[config.mk]
export PLATFORM = sky130hd
export DESIGN_NAME = cfg_port_decoder
export DESIGN_NICKNAME = d
export VERILOG_FILES = /design/src/rtl/cfgp_pkg.sv /design/src/rtl/cfgp_window_decode.sv /design/src/rtl/cfgp_lane_unit.sv /design/src/rtl/cfgp_slot_match.sv /design/src/rtl/cfg_port_decoder.sv
export SDC_FILE = /design/constraint.sdc
export NUM_CORES = 1
export LEC_CHECK = 0
export ABC_AREA = 1
export BUFFER_PORTS_ARGS = -buffer_cell sky130_fd_sc_hd__buf_2
export CORE_UTILIZATION = 40
export CTS_CLUSTER_SIZE = 25
export DETAILED_ROUTE_END_ITERATION = 7
export PLACE_DENSITY = 0.79
export SLEW_MARGIN = 40
export SYNTH_ARGS = -nofsm -noshare
export SYNTH_HDL_FRONTEND = slang
export SYNTH_SLANG_ARGS = --single-unit
[constraint.sdc]
create_clock -name clk -period 2.6 [get_ports clk]
set_clock_uncertainty 0.1 [all_clocks]
set_input_delay 0 -clock clk [delete_from_list [all_inputs] [get_ports clk]]
set_output_delay 0 -clock clk [all_outputs]
set_load 0.02 [all_outputs]
[src/rtl/cfgp_pkg.sv]
package cfgp_pkg;

   typedef enum logic [1:0] {
      SZ_BYTE = 2'd0,
      SZ_HALF = 2'd1,
      SZ_WORD = 2'd2,
      SZ_BAD  = 2'd3
   } size_e;

   typedef struct packed {
      logic       en;
      logic [7:0] bus;
      logic [4:0] dev;
      logic [2:0] fn;
      logic [5:0] reg_ix;
      logic [1:0] kind;
   } cfg_addr_t;

   // Field positions are fixed by software convention.
   function automatic cfg_addr_t split_addr(input logic [31:0] a);
      cfg_addr_t f;
      f.en     = a[31];
      f.bus    = a[23:16];
      f.dev    = a[15:11];
      f.fn     = a[10:8];
      f.reg_ix = a[7:2];
      f.kind   = a[1:0];
      return f;
   endfunction

endpackage

[src/rtl/cfgp_window_decode.sv]
module cfgp_window_decode #(
   parameter int              ADDR_W      = 22,
   parameter logic [ADDR_W-1:0] ADDR_PORT_A = 'h000000,
   parameter logic [ADDR_W-1:0] ADDR_PORT_B = 'h000CF8,
   parameter logic [ADDR_W-1:0] DATA_BASE_A = 'h200000,
   parameter logic [ADDR_W-1:0] DATA_BASE_B = 'h000CFC
) (
   input  logic [ADDR_W-1:0] addr,
   output logic              hit_addr,
   output logic              hit_data,
   output logic [1:0]        lane
);
   localparam int HI = ADDR_W - 1;

   if (DATA_BASE_A[1:0] != 2'b00 || DATA_BASE_B[1:0] != 2'b00) begin : g_chk_align
      $error("data window bases must be dword aligned");
   end
   if (ADDR_PORT_A[1:0] != 2'b00 || ADDR_PORT_B[1:0] != 2'b00) begin : g_chk_aport
      $error("address port offsets must be dword aligned");
   end

   always_comb begin
      hit_addr = (addr == ADDR_PORT_A) || (addr == ADDR_PORT_B);
      hit_data = (addr[HI:2] == DATA_BASE_A[HI:2]) || (addr[HI:2] == DATA_BASE_B[HI:2]);
      lane     = addr[1:0];
   end

endmodule

[src/rtl/cfgp_lane_unit.sv]
module cfgp_lane_unit
   import cfgp_pkg::*;
#(
   parameter int LANES = 4
) (
   input  logic [8*LANES-1:0] latch,
   input  logic [1:0]         lane,
   input  size_e              size,
   input  logic [31:0]        wdata,
   output logic               legal,
   output logic [LANES-1:0]   be,
   output logic [8*LANES-1:0] merged,
   output logic [31:0]        rd_val
);
   localparam int DW = 8 * LANES;

   if (LANES != 4) begin : g_chk_lanes
      $error("lane unit is built for a four-byte window");
   end

   logic [LANES-1:0] base_mask;
   logic [DW-1:0]    shifted;
   logic [DW-1:0]    rd_shift;

   always_comb begin
      unique case (size)
         SZ_BYTE: legal = 1'b1;
         SZ_HALF: legal = ~lane[0];
         SZ_WORD: legal = (lane == 2'd0);
         default: legal = 1'b0;
      endcase
      unique case (size)
         SZ_BYTE: base_mask = 4'b0001;
         SZ_HALF: base_mask = 4'b0011;
         SZ_WORD: base_mask = 4'b1111;
         default: base_mask = 4'b0000;
      endcase
      be       = legal ? (base_mask << lane) : '0;
      shifted  = wdata << {lane, 3'b000};
      rd_shift = latch >> {lane, 3'b000};
      if (!legal) begin
         rd_val = '0;
      end else begin
         unique case (size)
            SZ_BYTE: rd_val = {24'd0, rd_shift[7:0]};
            SZ_HALF: rd_val = {16'd0, rd_shift[15:0]};
            default: rd_val = rd_shift;
         endcase
      end
   end

   for (genvar k = 0; k < LANES; k++) begin : g_lane
      assign merged[8*k +: 8] = be[k] ? shifted[8*k +: 8] : latch[8*k +: 8];
   end

endmodule

[src/rtl/cfgp_slot_match.sv]
module cfgp_slot_match #(
   parameter int                   NUM_SLOTS = 4,
   parameter logic [NUM_SLOTS*8-1:0] SLOT_BUS = '0,
   parameter logic [NUM_SLOTS*5-1:0] SLOT_DEV = '0
) (
   input  logic [7:0]           bus,
   input  logic [4:0]           dev,
   output logic [NUM_SLOTS-1:0] hit
);
   logic [NUM_SLOTS-1:0] raw;

   for (genvar i = 0; i < NUM_SLOTS; i++) begin : g_cmp
      assign raw[i] = (bus == SLOT_BUS[8*i +: 8]) && (dev == SLOT_DEV[5*i +: 5]);
   end

   // Lowest slot index wins when entries alias.
   always_comb begin
      hit = '0;
      for (int i = NUM_SLOTS - 1; i >= 0; i--) begin
         if (raw[i]) begin
            hit    = '0;
            hit[i] = 1'b1;
         end
      end
   end

endmodule

[src/rtl/cfg_port_decoder.sv]
module cfg_port_decoder
   import cfgp_pkg::*;
#(
   parameter int                     ADDR_W    = 22,
   parameter int                     NUM_SLOTS = 4,
   parameter logic [NUM_SLOTS*8-1:0] SLOT_BUS  = 32'h0001_0000,
   parameter logic [NUM_SLOTS*5-1:0] SLOT_DEV  = {5'd13, 5'd0, 5'd14, 5'd13}
) (
   input  logic                    clk,
   input  logic                    rst_n,
   input  logic                    cpu_req,
   input  logic                    cpu_we,
   input  logic [ADDR_W-1:0]       cpu_addr,
   input  logic [1:0]              cpu_size,
   input  logic [31:0]             cpu_wdata,
   output logic [31:0]             cpu_rdata,
   output logic [NUM_SLOTS-1:0]    cfg_stb,
   output logic                    cfg_we,
   output logic [5:0]              cfg_reg,
   output logic [3:0]              cfg_be,
   output logic [31:0]             cfg_wdata,
   input  logic [NUM_SLOTS*32-1:0] cfg_rdata,
   output logic                    err_size,
   output logic                    err_unsup
);
   localparam int LANES = 4;

   if (NUM_SLOTS < 1 || NUM_SLOTS > 4) begin : g_chk_slots
      $error("NUM_SLOTS must lie in 1..4");
   end
   if (ADDR_W < 22) begin : g_chk_aw
      $error("ADDR_W too narrow for the data window");
   end

   size_e                sz;
   logic                 hit_a, hit_d;
   logic [1:0]           lane;
   logic [31:0]          addr_q;
   logic [31:0]          latch_q;
   logic                 rd_pend;
   logic [NUM_SLOTS-1:0] stb_q;
   logic                 we_q;
   logic [3:0]           be_q;
   logic [5:0]           reg_q;
   cfg_addr_t            cur, nxt, src;
   logic [NUM_SLOTS-1:0] hit;
   logic [31:0]          sel_rd;
   logic [31:0]          capture;
   logic                 legal;
   logic [3:0]           be_n;
   logic [31:0]          merged;
   logic [31:0]          rd_val;
   logic                 acc_aw, data_wr, data_rd;

   assign sz = size_e'(cpu_size);

   cfgp_window_decode #(.ADDR_W(ADDR_W)) u_dec (
      .addr     (cpu_addr),
      .hit_addr (hit_a),
      .hit_data (hit_d),
      .lane     (lane)
   );

   assign acc_aw  = cpu_req && cpu_we && hit_a;
   assign data_wr = cpu_req && cpu_we && hit_d;
   assign data_rd = cpu_req && !cpu_we && hit_d;

   assign cur = split_addr(addr_q);
   assign nxt = split_addr(cpu_wdata);
   assign src = acc_aw ? nxt : cur;

   cfgp_slot_match #(
      .NUM_SLOTS (NUM_SLOTS),
      .SLOT_BUS  (SLOT_BUS),
      .SLOT_DEV  (SLOT_DEV)
   ) u_match (
      .bus (src.bus),
      .dev (src.dev),
      .hit (hit)
   );

   always_comb begin
      sel_rd = '0;
      for (int i = 0; i < NUM_SLOTS; i++) begin
         if (stb_q[i]) sel_rd = sel_rd | cfg_rdata[32*i +: 32];
      end
      capture = rd_pend ? ((|stb_q) ? sel_rd : 32'd0) : latch_q;
   end

   cfgp_lane_unit #(.LANES(LANES)) u_lane (
      .latch  (capture),
      .lane   (lane),
      .size   (sz),
      .wdata  (cpu_wdata),
      .legal  (legal),
      .be     (be_n),
      .merged (merged),
      .rd_val (rd_val)
   );

   always_ff @(posedge clk or negedge rst_n) begin
      if (!rst_n) begin
         addr_q    <= '0;
         latch_q   <= '0;
         rd_pend   <= 1'b0;
         stb_q     <= '0;
         we_q      <= 1'b0;
         be_q      <= '0;
         reg_q     <= '0;
         err_size  <= 1'b0;
         err_unsup <= 1'b0;
      end else begin
         stb_q   <= '0;
         we_q    <= 1'b0;
         rd_pend <= 1'b0;
         latch_q <= capture;
         if (acc_aw) begin
            if (sz == SZ_WORD) begin
               addr_q <= cpu_wdata;
               if (nxt.en) begin
                  stb_q   <= hit;
                  rd_pend <= 1'b1;
                  be_q    <= 4'hF;
                  reg_q   <= nxt.reg_ix;
                  if (nxt.fn != 3'd0 || nxt.kind != 2'd0) err_unsup <= 1'b1;
               end
            end else begin
               err_size <= 1'b1;
            end
         end
         if (data_wr) begin
            if (!legal) begin
               err_size <= 1'b1;
            end else if (cur.en) begin
               latch_q <= merged;
               stb_q   <= hit;
               we_q    <= 1'b1;
               be_q    <= be_n;
               reg_q   <= cur.reg_ix;
               if (cur.fn != 3'd0 || cur.kind != 2'd0) err_unsup <= 1'b1;
            end
         end
         if (data_rd && !legal) err_size <= 1'b1;
      end
   end

   assign cfg_stb   = stb_q;
   assign cfg_we    = we_q;
   assign cfg_be    = be_q;
   assign cfg_reg   = reg_q;
   assign cfg_wdata = latch_q;

   always_comb begin
      if (hit_a)      cpu_rdata = addr_q;
      else if (hit_d) cpu_rdata = rd_val;
      else            cpu_rdata = '0;
   end

   // Assertions
   assert_onehot_slot_R9: assert property (@(posedge clk) disable iff (!rst_n)
      $onehot0(cfg_stb));

   assert_stb_needs_enable_R7: assert property (@(posedge clk) disable iff (!rst_n)
      (|cfg_stb) |-> addr_q[31]);

   assert_read_full_be_R2: assert property (@(posedge clk) disable iff (!rst_n)
      ((|cfg_stb) && !cfg_we) |-> (cfg_be == 4'hF));

   assert_illegal_keeps_latch_R5: assert property (@(posedge clk) disable iff (!rst_n)
      (data_wr && !legal && !rd_pend) |=> (cfg_wdata == $past(cfg_wdata)));

   assert_write_strobe_R6: assert property (@(posedge clk) disable iff (!rst_n)
      (data_wr && legal && addr_q[31] && (|hit)) |=> ((|cfg_stb) && cfg_we));

   assert_sticky_size_R10: assert property (@(posedge clk) disable iff (!rst_n)
      err_size |=> err_size);

   assert_sticky_unsup_R10: assert property (@(posedge clk) disable iff (!rst_n)
      err_unsup |=> err_unsup);

endmodule

==> summary.txt, run 1 <==
Outcome
  • Status: complete, no violations

Power and ir drop
  • P per Cell Area: 385.3 mW/mm²
  • LEAKAGE: 0.004018 µW
  • Maximum VDD drop: ~0.29 mV

Synth
  • Number of warnings printed during yosys synthesis: 0
  • Share of the yosys chip area belonging to registers: 0.3572
  • Biggest area contributors in the synthesized netlist: sky130_fd_sc_hd__dfrtp_1, sky130_fd_sc_hd__nand2_1, sky130_fd_sc_hd__o21ai_0
  • Number of storage elements in the synthesis netlist: 81
  • Asr flop ratio synth: 1.000
  • Count of cell types in the netlist: 41
  • Leading register cell type out of synthesis: sky130_fd_sc_hd__dfrtp_1
  • Avg Synthesized Cell Area: about 6.5 µm²
  • Share of the synthesized area in the top cell type: 0.3572
  • Post-Syn Nets: around 1.1k
  • Cell area after technology mapping: 0.005674 mm²
  • Cell taking the most area after synthesis: sky130_fd_sc_hd__dfrtp_1
  • Syn Inst Count: 874
  • EDFF count, synth: 0

Setup path
  • Startpoint type of the worst setup path: flip-flop
  • Cell count of the worst reg-to-reg path: 7
  • Most frequent cell on the critical path: sky130_fd_sc_hd__nand2_1
  • Launch point of the worst reg-to-reg path: addr_q[31]$_DFFE_PN0P_
  • Launching element of the worst setup path: rd_pend$_DFF_PN0_
  • Data arrival, critical path: 2360 ps
  • Path type of the worst setup path: flip-flop to output pin
  • Biggest cell delay along the critical path: roughly 570 ps
  • Critical-path cell list: inv_1 -> buf_4 -> nand2_1 -> nand2_1 -> o21ai_0 -> nand2_1 -> nand2_1 -> o21ai_0 -> buf_2
  • Data required, critical path: 2500 ps
  • Type of destination of the critical path: output pin
  • Largest fanout on the critical path: 11
  • Critical-path top delay cell: sky130_fd_sc_hd__dfrtp_1

Routing
  • Number of remaining DRC errors: 0
  • Post-DRT Antenna Nets: 0
  • Initial detailed-routing violation count: 846
  • Drt via density: 5.427
  • Per-cell routed wire length: 17.38 µm
  • Vias post-DR: roughly 7k
  • Overall routed net length: approximately 23000 µm
  • DRT Pass-1 Iters: 7

STA
  • Minimum clock period: 2459 ps
  • Rel. slew slack: 0.5600
  • Worst Tran Pin Value: 660.0 ps
  • Final setup violating endpoints: 0
  • Count of endpoints failing hold in the final timing report: 0
  • Setup repair after global routing missed its margin: false
  • Min setup slack post-route: about 140 ps
  • Setup_tns: 0 ps
  • Number of max-slew violations in the final report: 0
  • Final cycle utilization of the critical path: 0.9457
  • Maximum operating frequency: about 400 MHz

Die
  • Number of I/O pins: 269
  • Num rows: 43
  • CORE AREA: 0.01388 mm²
  • Die W: 121.1 µm
  • Die Area: 0.01467 mm²
  • Die boundary height: 121.1 µm
  • Starting utilization of the core area: 0.4088

Global route
  • Total global routing track utilization: 0.3135
  • GRT Residual Overflow: 0
  • Initial antenna violation count: 0
  • Via count of the first global-routing pass: 6820
  • Pin count of the biggest net entering global routing: 82
  • First-pass GRT wire length: ~35000 µm

Cells and area
  • Core Util, Final: 0.5517
  • Area taken by flip-flops and latches: between 0.002 and 0.0025 mm²
  • Final Instance Count excl. Fillers: 1313
  • Commonest non-fill, non-tap cells in the layout: sky130_fd_sc_hd__nand2_1, sky130_fd_sc_hd__buf_2, sky130_fd_sc_hd__dfrtp_1, sky130_fd_sc_hd__nor2_1, sky130_fd_sc_hd__o21ai_0
  • Number of antenna repair diodes: 0
  • Area overhead of the layout relative to synthesis: 34.95%
  • Fin nets: 1321
  • Multi-input logic area: about 0.0032 mm²
  • Fill cell total of the finished layout: between 1k and 1.5k
  • Most common cell after layout, fill and taps aside: sky130_fd_sc_hd__nand2_1
  • Fraction of final layout cells with drive strength greater than 1: 0.2604

Placement
  • I/O Buffers: between 200 and 250
  • Final RePlAce weighted congestion: 0.9873
  • Post-detail-place hpwl: 17400 µm
  • Cell total after placement: 1263
  • Worst slack at placement: approximately 440 ps

Clock tree
  • Clock Latency Late Sink: ~350 ps
  • CTS H-tree depth: 3
  • Maximum buffer depth of the clock tree: 2
  • TritonCTS clock tree: done
  • Number of buffers inserted during clock tree synthesis: 9
  • CTS sink cnt: ~80
  • Clock-pin slew on the worst setup and hold paths: 60 ps
  • CTS Root Buffer Type: sky130_fd_sc_hd__clkbuf_16

Hold path
  • Type of the tightest min-delay check: primary input to flip-flop
  • Cell count of the worst hold path: 7
  • Hold path startpoint: cfg_rdata[5]

Job
  • Maxcap violations: 0
==> final cells by class <==
type | instances | area share
multi-input cells | 690 | 0.4188
flip-flops and latches | 81 | 0.2647
repair buffers | 287 | 0.2185
clock buffers | 11 | 0.03170
inverters | 59 | 0.02974
well taps | 180 | 0.02941
clock inverters | 5 | 0.007190
==> critical path, delay by kind of cell (launching register included) <==
| family | cells | cell delay [ps] |
|---|---|---|
| buffers and inverters | 3 | 490 |
| DFF | 1 | 570 |
| and+or+nand+nor | 4 | 380 |
| AOI/OAI and AO/OA | 2 | 570 |
==> per-layer routing <==
layer  share of wire  GRT usage  routed length (µm)
met4           0.044     0.1636                1007
met1            0.41     0.4004                9260
met3           0.089    0.04182                2040
met5               0          0                   0
met2            0.46     0.5164               10510
==> cells by family after synthesis <==
| group | share of synthesized area |
|---|---|
| simple gates | 0.3813 |
| compound gates | 0.1722 |
| buf+inv | 0.07762 |
| flops | 0.3572 |
| fa+ha+maj | 0.01103 |
| other cells | 0.0006609 |
==> metrics by stage <==
stage               hold slack, ps  total power, µW  cell area [µm²]
floorplan                   -395.6             1406             5674
global placement             128.6             1615             7013
detailed placement          0.2104             1618             7017
CTS                          47.01             2939             7655
global route                 107.1             3021             7657
finish                       43.91             2950             7657
==> path summary, 6_finish.rpt <==
path                                           to  slack (ps)
setup reg to reg           cfg_wdata[7]$_DFF_PN0_         850
min in group asynchronous  addr_q[26]$_DFFE_PN0P_         160
hold reg to reg            addr_q[27]$_DFFE_PN0P_         380
max in group asynchronous    cfg_reg[4]$_DFF_PN0_        1790
setup / recovery                     cpu_rdata[0]         140
hold / removal             cfg_wdata[5]$_DFF_PN0_          40
==> cells in the mapped netlist (6+ instances only) <==
cell                       number
sky130_fd_sc_hd__inv_2          6
sky130_fd_sc_hd__a22o_1         6
sky130_fd_sc_hd__nor2_1        74
sky130_fd_sc_hd__inv_1         48
sky130_fd_sc_hd__a21oi_1       41
sky130_fd_sc_hd__nand4_1       12
sky130_fd_sc_hd__o21ai_0       73
sky130_fd_sc_hd__dfrtp_1       81
sky130_fd_sc_hd__clkbuf_1      33
sky130_fd_sc_hd__nand2_1      358
sky130_fd_sc_hd__o221ai_1       7
sky130_fd_sc_hd__nand3_1       45
sky130_fd_sc_hd__o21ai_1        8
sky130_fd_sc_hd__o22ai_1       28
==> power by group <==
part	internal [µW]	switching, µW	leakage, µW
registers	1260	0.00453	0.000944
clock network	767	537	0.000142
logic	160	226	0.00293
==> repair_timing <==
item                                   4_1_cts  5_1_grt
resized for setup                            0        0
buffers inserted                             0        0
endpoints found under the hold margin      144        0
hold buffers                                34        0
No activity file was read; power rests on OpenSTA's default activity.
==> run 2, diff against run 1 <==
- ABC_AREA: 1 -> not set
- CELL_PAD_IN_SITES_DETAIL_PLACEMENT: not set -> 1
- CELL_PAD_IN_SITES_GLOBAL_PLACEMENT: not set -> 1
- CORE_UTILIZATION: 40 -> 36
- PLACE_DENSITY: 0.79 -> 0.94
==> summary.txt, run 2 <==
Cells and area
  • Area overhead of the layout relative to synthesis: 42.29%
  • Most common cell after layout, fill and taps aside: sky130_fd_sc_hd__buf_2
  • Number of antenna repair diodes: 0 (unchanged)
  • Fraction of final layout cells with drive strength greater than 1: 0.4463 (+0.1860)
  • Fin nets: 1008 (-24%)
  • Commonest non-fill, non-tap cells in the layout: sky130_fd_sc_hd__buf_2, sky130_fd_sc_hd__dfrtp_1, sky130_fd_sc_hd__mux2_2, sky130_fd_sc_hd__nor2_1, sky130_fd_sc_hd__mux2i_1

Clock tree
  • Clock Latency Late Sink: 350 ps (about the same)
  • Number of buffers inserted during clock tree synthesis: 9 (unchanged)
  • CTS Root Buffer Type: sky130_fd_sc_hd__clkbuf_16
  • CTS H-tree depth: 3 (unchanged)
  • Clock-pin slew on the worst setup and hold paths: 60 ps (about the same)
  • TritonCTS clock tree: done
  • Maximum buffer depth of the clock tree: 2 (unchanged)
  • CTS sink cnt: 81 (unchanged)

Outcome
  • Status: finished with violations
  • Failing checks: negative setup slack

Synth
  • Post-Syn Nets: 744 (-30%)
  • Cell taking the most area after synthesis: sky130_fd_sc_hd__dfrtp_1
  • Syn Inst Count: 551 (-37%)
  • Synth cell count leaders: sky130_fd_sc_hd__dfrtp_1, sky130_fd_sc_hd__mux2_2, sky130_fd_sc_hd__nor2_1, sky130_fd_sc_hd__mux2i_1, sky130_fd_sc_hd__a21oi_1
  • Count of cell types in the netlist: 50 (+22%)
  • Asr flop ratio synth: 1.000 (unchanged)
  • EDFF count, synth: 0 (unchanged)
  • Share of the synthesized area in the top cell type: 0.3783 (+0.02111)
  • Share of the yosys chip area belonging to registers: 0.3783 (+0.02111)
  • Number of warnings printed during yosys synthesis: 0 (unchanged)
  • Dominant cell by count in the synthesized netlist: sky130_fd_sc_hd__dfrtp_1
  • Biggest area contributors in the synthesized netlist: sky130_fd_sc_hd__dfrtp_1, sky130_fd_sc_hd__mux2_2, sky130_fd_sc_hd__mux2i_1
  • Avg Synthesized Cell Area: 9.723 µm² (+50%)
  • Cell area after technology mapping: 0.005358 mm² (-5.6%)
  • Number of storage elements in the synthesis netlist: 81 (unchanged)
  • Leading register cell type out of synthesis: sky130_fd_sc_hd__dfrtp_1

Placement
  • Post-detail-place hpwl: 17340 µm (-0.34%)
  • I/O Buffers: 235 (unchanged)
  • Final RePlAce weighted congestion: 0.9544 (-3.3%)

Routing
  • Post-DRT Antenna Nets: 0 (unchanged)
  • Initial detailed-routing violation count: 936 (+11%)
  • Per-cell routed wire length: 28.69 µm (+65%)
  • DRT Pass-1 Iters: 7 (unchanged)
  • Overall routed net length: 28800 µm (+26%)
  • Number of remaining DRC errors: 0 (unchanged)
  • Drt via density: 6.617 (+22%)
  • Vias post-DR: 6643 (-6.8%)

Global route
  • First-pass GRT wire length: 38580 µm (+10%)
  • Initial antenna violation count: 0 (unchanged)
  • Via count of the first global-routing pass: 6412 (-6.0%)
  • Total global routing track utilization: 0.3504 (+0.03687)
  • Pin count of the biggest net entering global routing: 82 (unchanged)
  • GRT Residual Overflow: 0 (unchanged)

Die
  • Number of I/O pins: 269 (unchanged)
  • Die boundary height: 124.0 µm (+2.4%)
  • CORE AREA: 0.01453 mm² (+4.7%)
  • Num rows: 44 (+2.3%)
  • Starting utilization of the core area: 0.3686 (-0.04015)
  • Die Area: 0.01537 mm² (+4.8%)
  • Die W: 124.0 µm (+2.4%)

Power and ir drop
  • LEAKAGE: 0.003683 µW (-8.3%)
  • Total power of the final layout: 3372 µW (+14%)
  • P per Cell Area: 442.4 mW/mm² (+15%)
  • Maximum VDD drop: 0.2742 mV (-4.4%)

Setup path
  • Data arrival, critical path: 2600 ps (+240 ps)
  • Number of logic stages on the critical path including buffering: 8 (-1)
  • R2R Path End: cfg_stb[1]$_DFF_PN0_
  • Startpoint type of the worst setup path: flip-flop
  • Biggest cell delay along the critical path: 570 ps (about the same)
  • Most frequent cell on the critical path: sky130_fd_sc_hd__buf_6
  • Cell count of the worst reg-to-reg path: 5 (-2)
  • Type of destination of the critical path: output pin
  • Launch point of the worst reg-to-reg path: addr_q[21]$_DFFE_PN0P_
  • Critical-path top delay cell: sky130_fd_sc_hd__a222oi_1
  • Data required, critical path: 2500 ps (about the same)
  • Launching element of the worst setup path: cfg_stb[0]$_DFF_PN0_
  • Bufs and invs on worst path: 3 (unchanged)
  • Worst reg-to-reg setup slack: 220 ps (-630 ps)
  • Crit path capture: cpu_rdata[1]
  • Path type of the worst setup path: flip-flop to output pin
  • Largest fanout on the critical path: 8 (-3)
  • Critical-path cell list: buf_6 -> a222oi_1 -> a21oi_1 -> buf_4 -> nand3_2 -> o211ai_1 -> a22o_1 -> buf_6
  • Category of cells accounting for the largest share of critical-path delay: compound AO/OA/AOI/OAI gates

STA
  • Rel. slew slack: 0.4116 (-0.1484)
  • Final cycle utilization of the critical path: 1.038 (+0.09243)
  • Setup repair after global routing missed its margin: true
  • Setup_tns: -301.4 ps (-301.4 ps)
  • Worst Tran Pin Value: 879.3 ps (+219.3 ps)
  • Minimum clock period: 2699 ps (+240.3 ps)
  • Count of endpoints failing hold in the final timing report: 0 (unchanged)
  • Maximum operating frequency: 370.5 MHz (-8.9%)
  • Final setup violating endpoints: 7 (+7)
  • Min setup slack post-route: -99.03 ps (-240.3 ps)
  • Number of max-slew violations in the final report: 0 (unchanged)

Hold path
  • Type of the tightest min-delay check: primary input to flip-flop
  • Hold path startpoint: cpu_wdata[31]

Job
  • Maxcap violations: 0 (unchanged)
## run 2: cell types whose count changed in the layout (fill, tap and decap cells not counted), sizes merged, moves of 25 or more
cell    before  now
a22o         6   32
mux2i        0   40
nand2      364   34
mux2         0   51
a222oi       0   32
inv         55    7
o21ai       81   25
nor2        81   43
nand3       47   22
o22ai       28    1
## run 2: layer usage
metal  share of wire  track usage  wire length, µm
met5               0            0                0
met2            0.45       0.5688            12900
met1            0.36       0.4135            10450
met3            0.11      0.08242             3200
met4           0.078       0.2307             2250
## run 2: cells by family (layout without fill, tap and decap cells)
family / Yosys count / in the layout / synth area share
AOI/OAI and AO/OA: 179 / 179 / 0.2546
adders and majority gates: 5 / 5 / 0.01168
buffers and inverters: 54 / 323 / 0.04180
DFF: 81 / 81 / 0.3783
muxes: 91 / 91 / 0.1819
other: 1 / 1 / 0.0006999
and+or+nand+nor: 140 / 140 / 0.1310
## run 2: area by class of cell
type                       count  area, µm²
inverter                       8      30.03
multi-input combinational    416       3191
timing repair buffer         299       1758
sequential                    81       2037
clock buffer                  11      252.7
clock inverter                 5      125.1
fill                        1692       6910
tap                          184      230.2
## run 2: timing repair
action | in CTS | in global routing
hold buffers | 33 | 0
hold endpoints to repair | 133 | 0
gates resized for setup | 5 | 31
setup buffers | 1 | 9
endpoints found under the setup margin | 17 | 20
pin swaps | 2 | 25
## run 2: worst min path at each step
stage                                 end  slack (ps)  cells after the start
floorplan           addr_q[0]$_DFFE_PN0P_        -400                      0
global placement      cfg_be[3]$_DFF_PN0_         150                      1
detailed placement     err_size$_DFF_PN0_           5                      1
CTS                  cfg_stb[2]$_DFF_PN0_          20                      3
global route         cfg_stb[2]$_DFF_PN0_          40                      3
finish               cfg_stb[2]$_DFF_PN0_          20                      3
## run 2: tightest hold or removal path: cells and delay by family
family	cells	cell delay, ps
AND/OR/NAND/NOR	1	190
buffers and inverters	1	130
AO/OA/AOI/OAI	1	110
## run 2: metrics by stage
| stage | util | area (µm²) | hold slack, ps | worst slack [ps] | std cells |
|---|---|---|---|---|---|
| after floorplan | - | 5358 | -395.6 | 595.8 | 551 |
| after global placement | 0.4637 | 6739 | 146.3 | 218.7 | 945 |
| after detailed placement | 0.4639 | 6743 | 4.567 | 191.9 | 945 |
| after CTS | 0.5139 | 7470 | 18.41 | 22.24 | 995 |
| after global routing | 0.5245 | 7624 | 35.66 | -55.32 | 1004 |
| final | 0.5245 | 7624 | 23.98 | -99.03 | 1004 |
## run 2: report_power, final
part | internal [µW] | total [µW] | switching, µW | leakage [µW]
Sequential | 1260 | 1260 | 0.00268 | 0.000999
Clock | 1090 | 1660 | 576 | 0.000186
Combinational | 187 | 449 | 262 | 0.00250
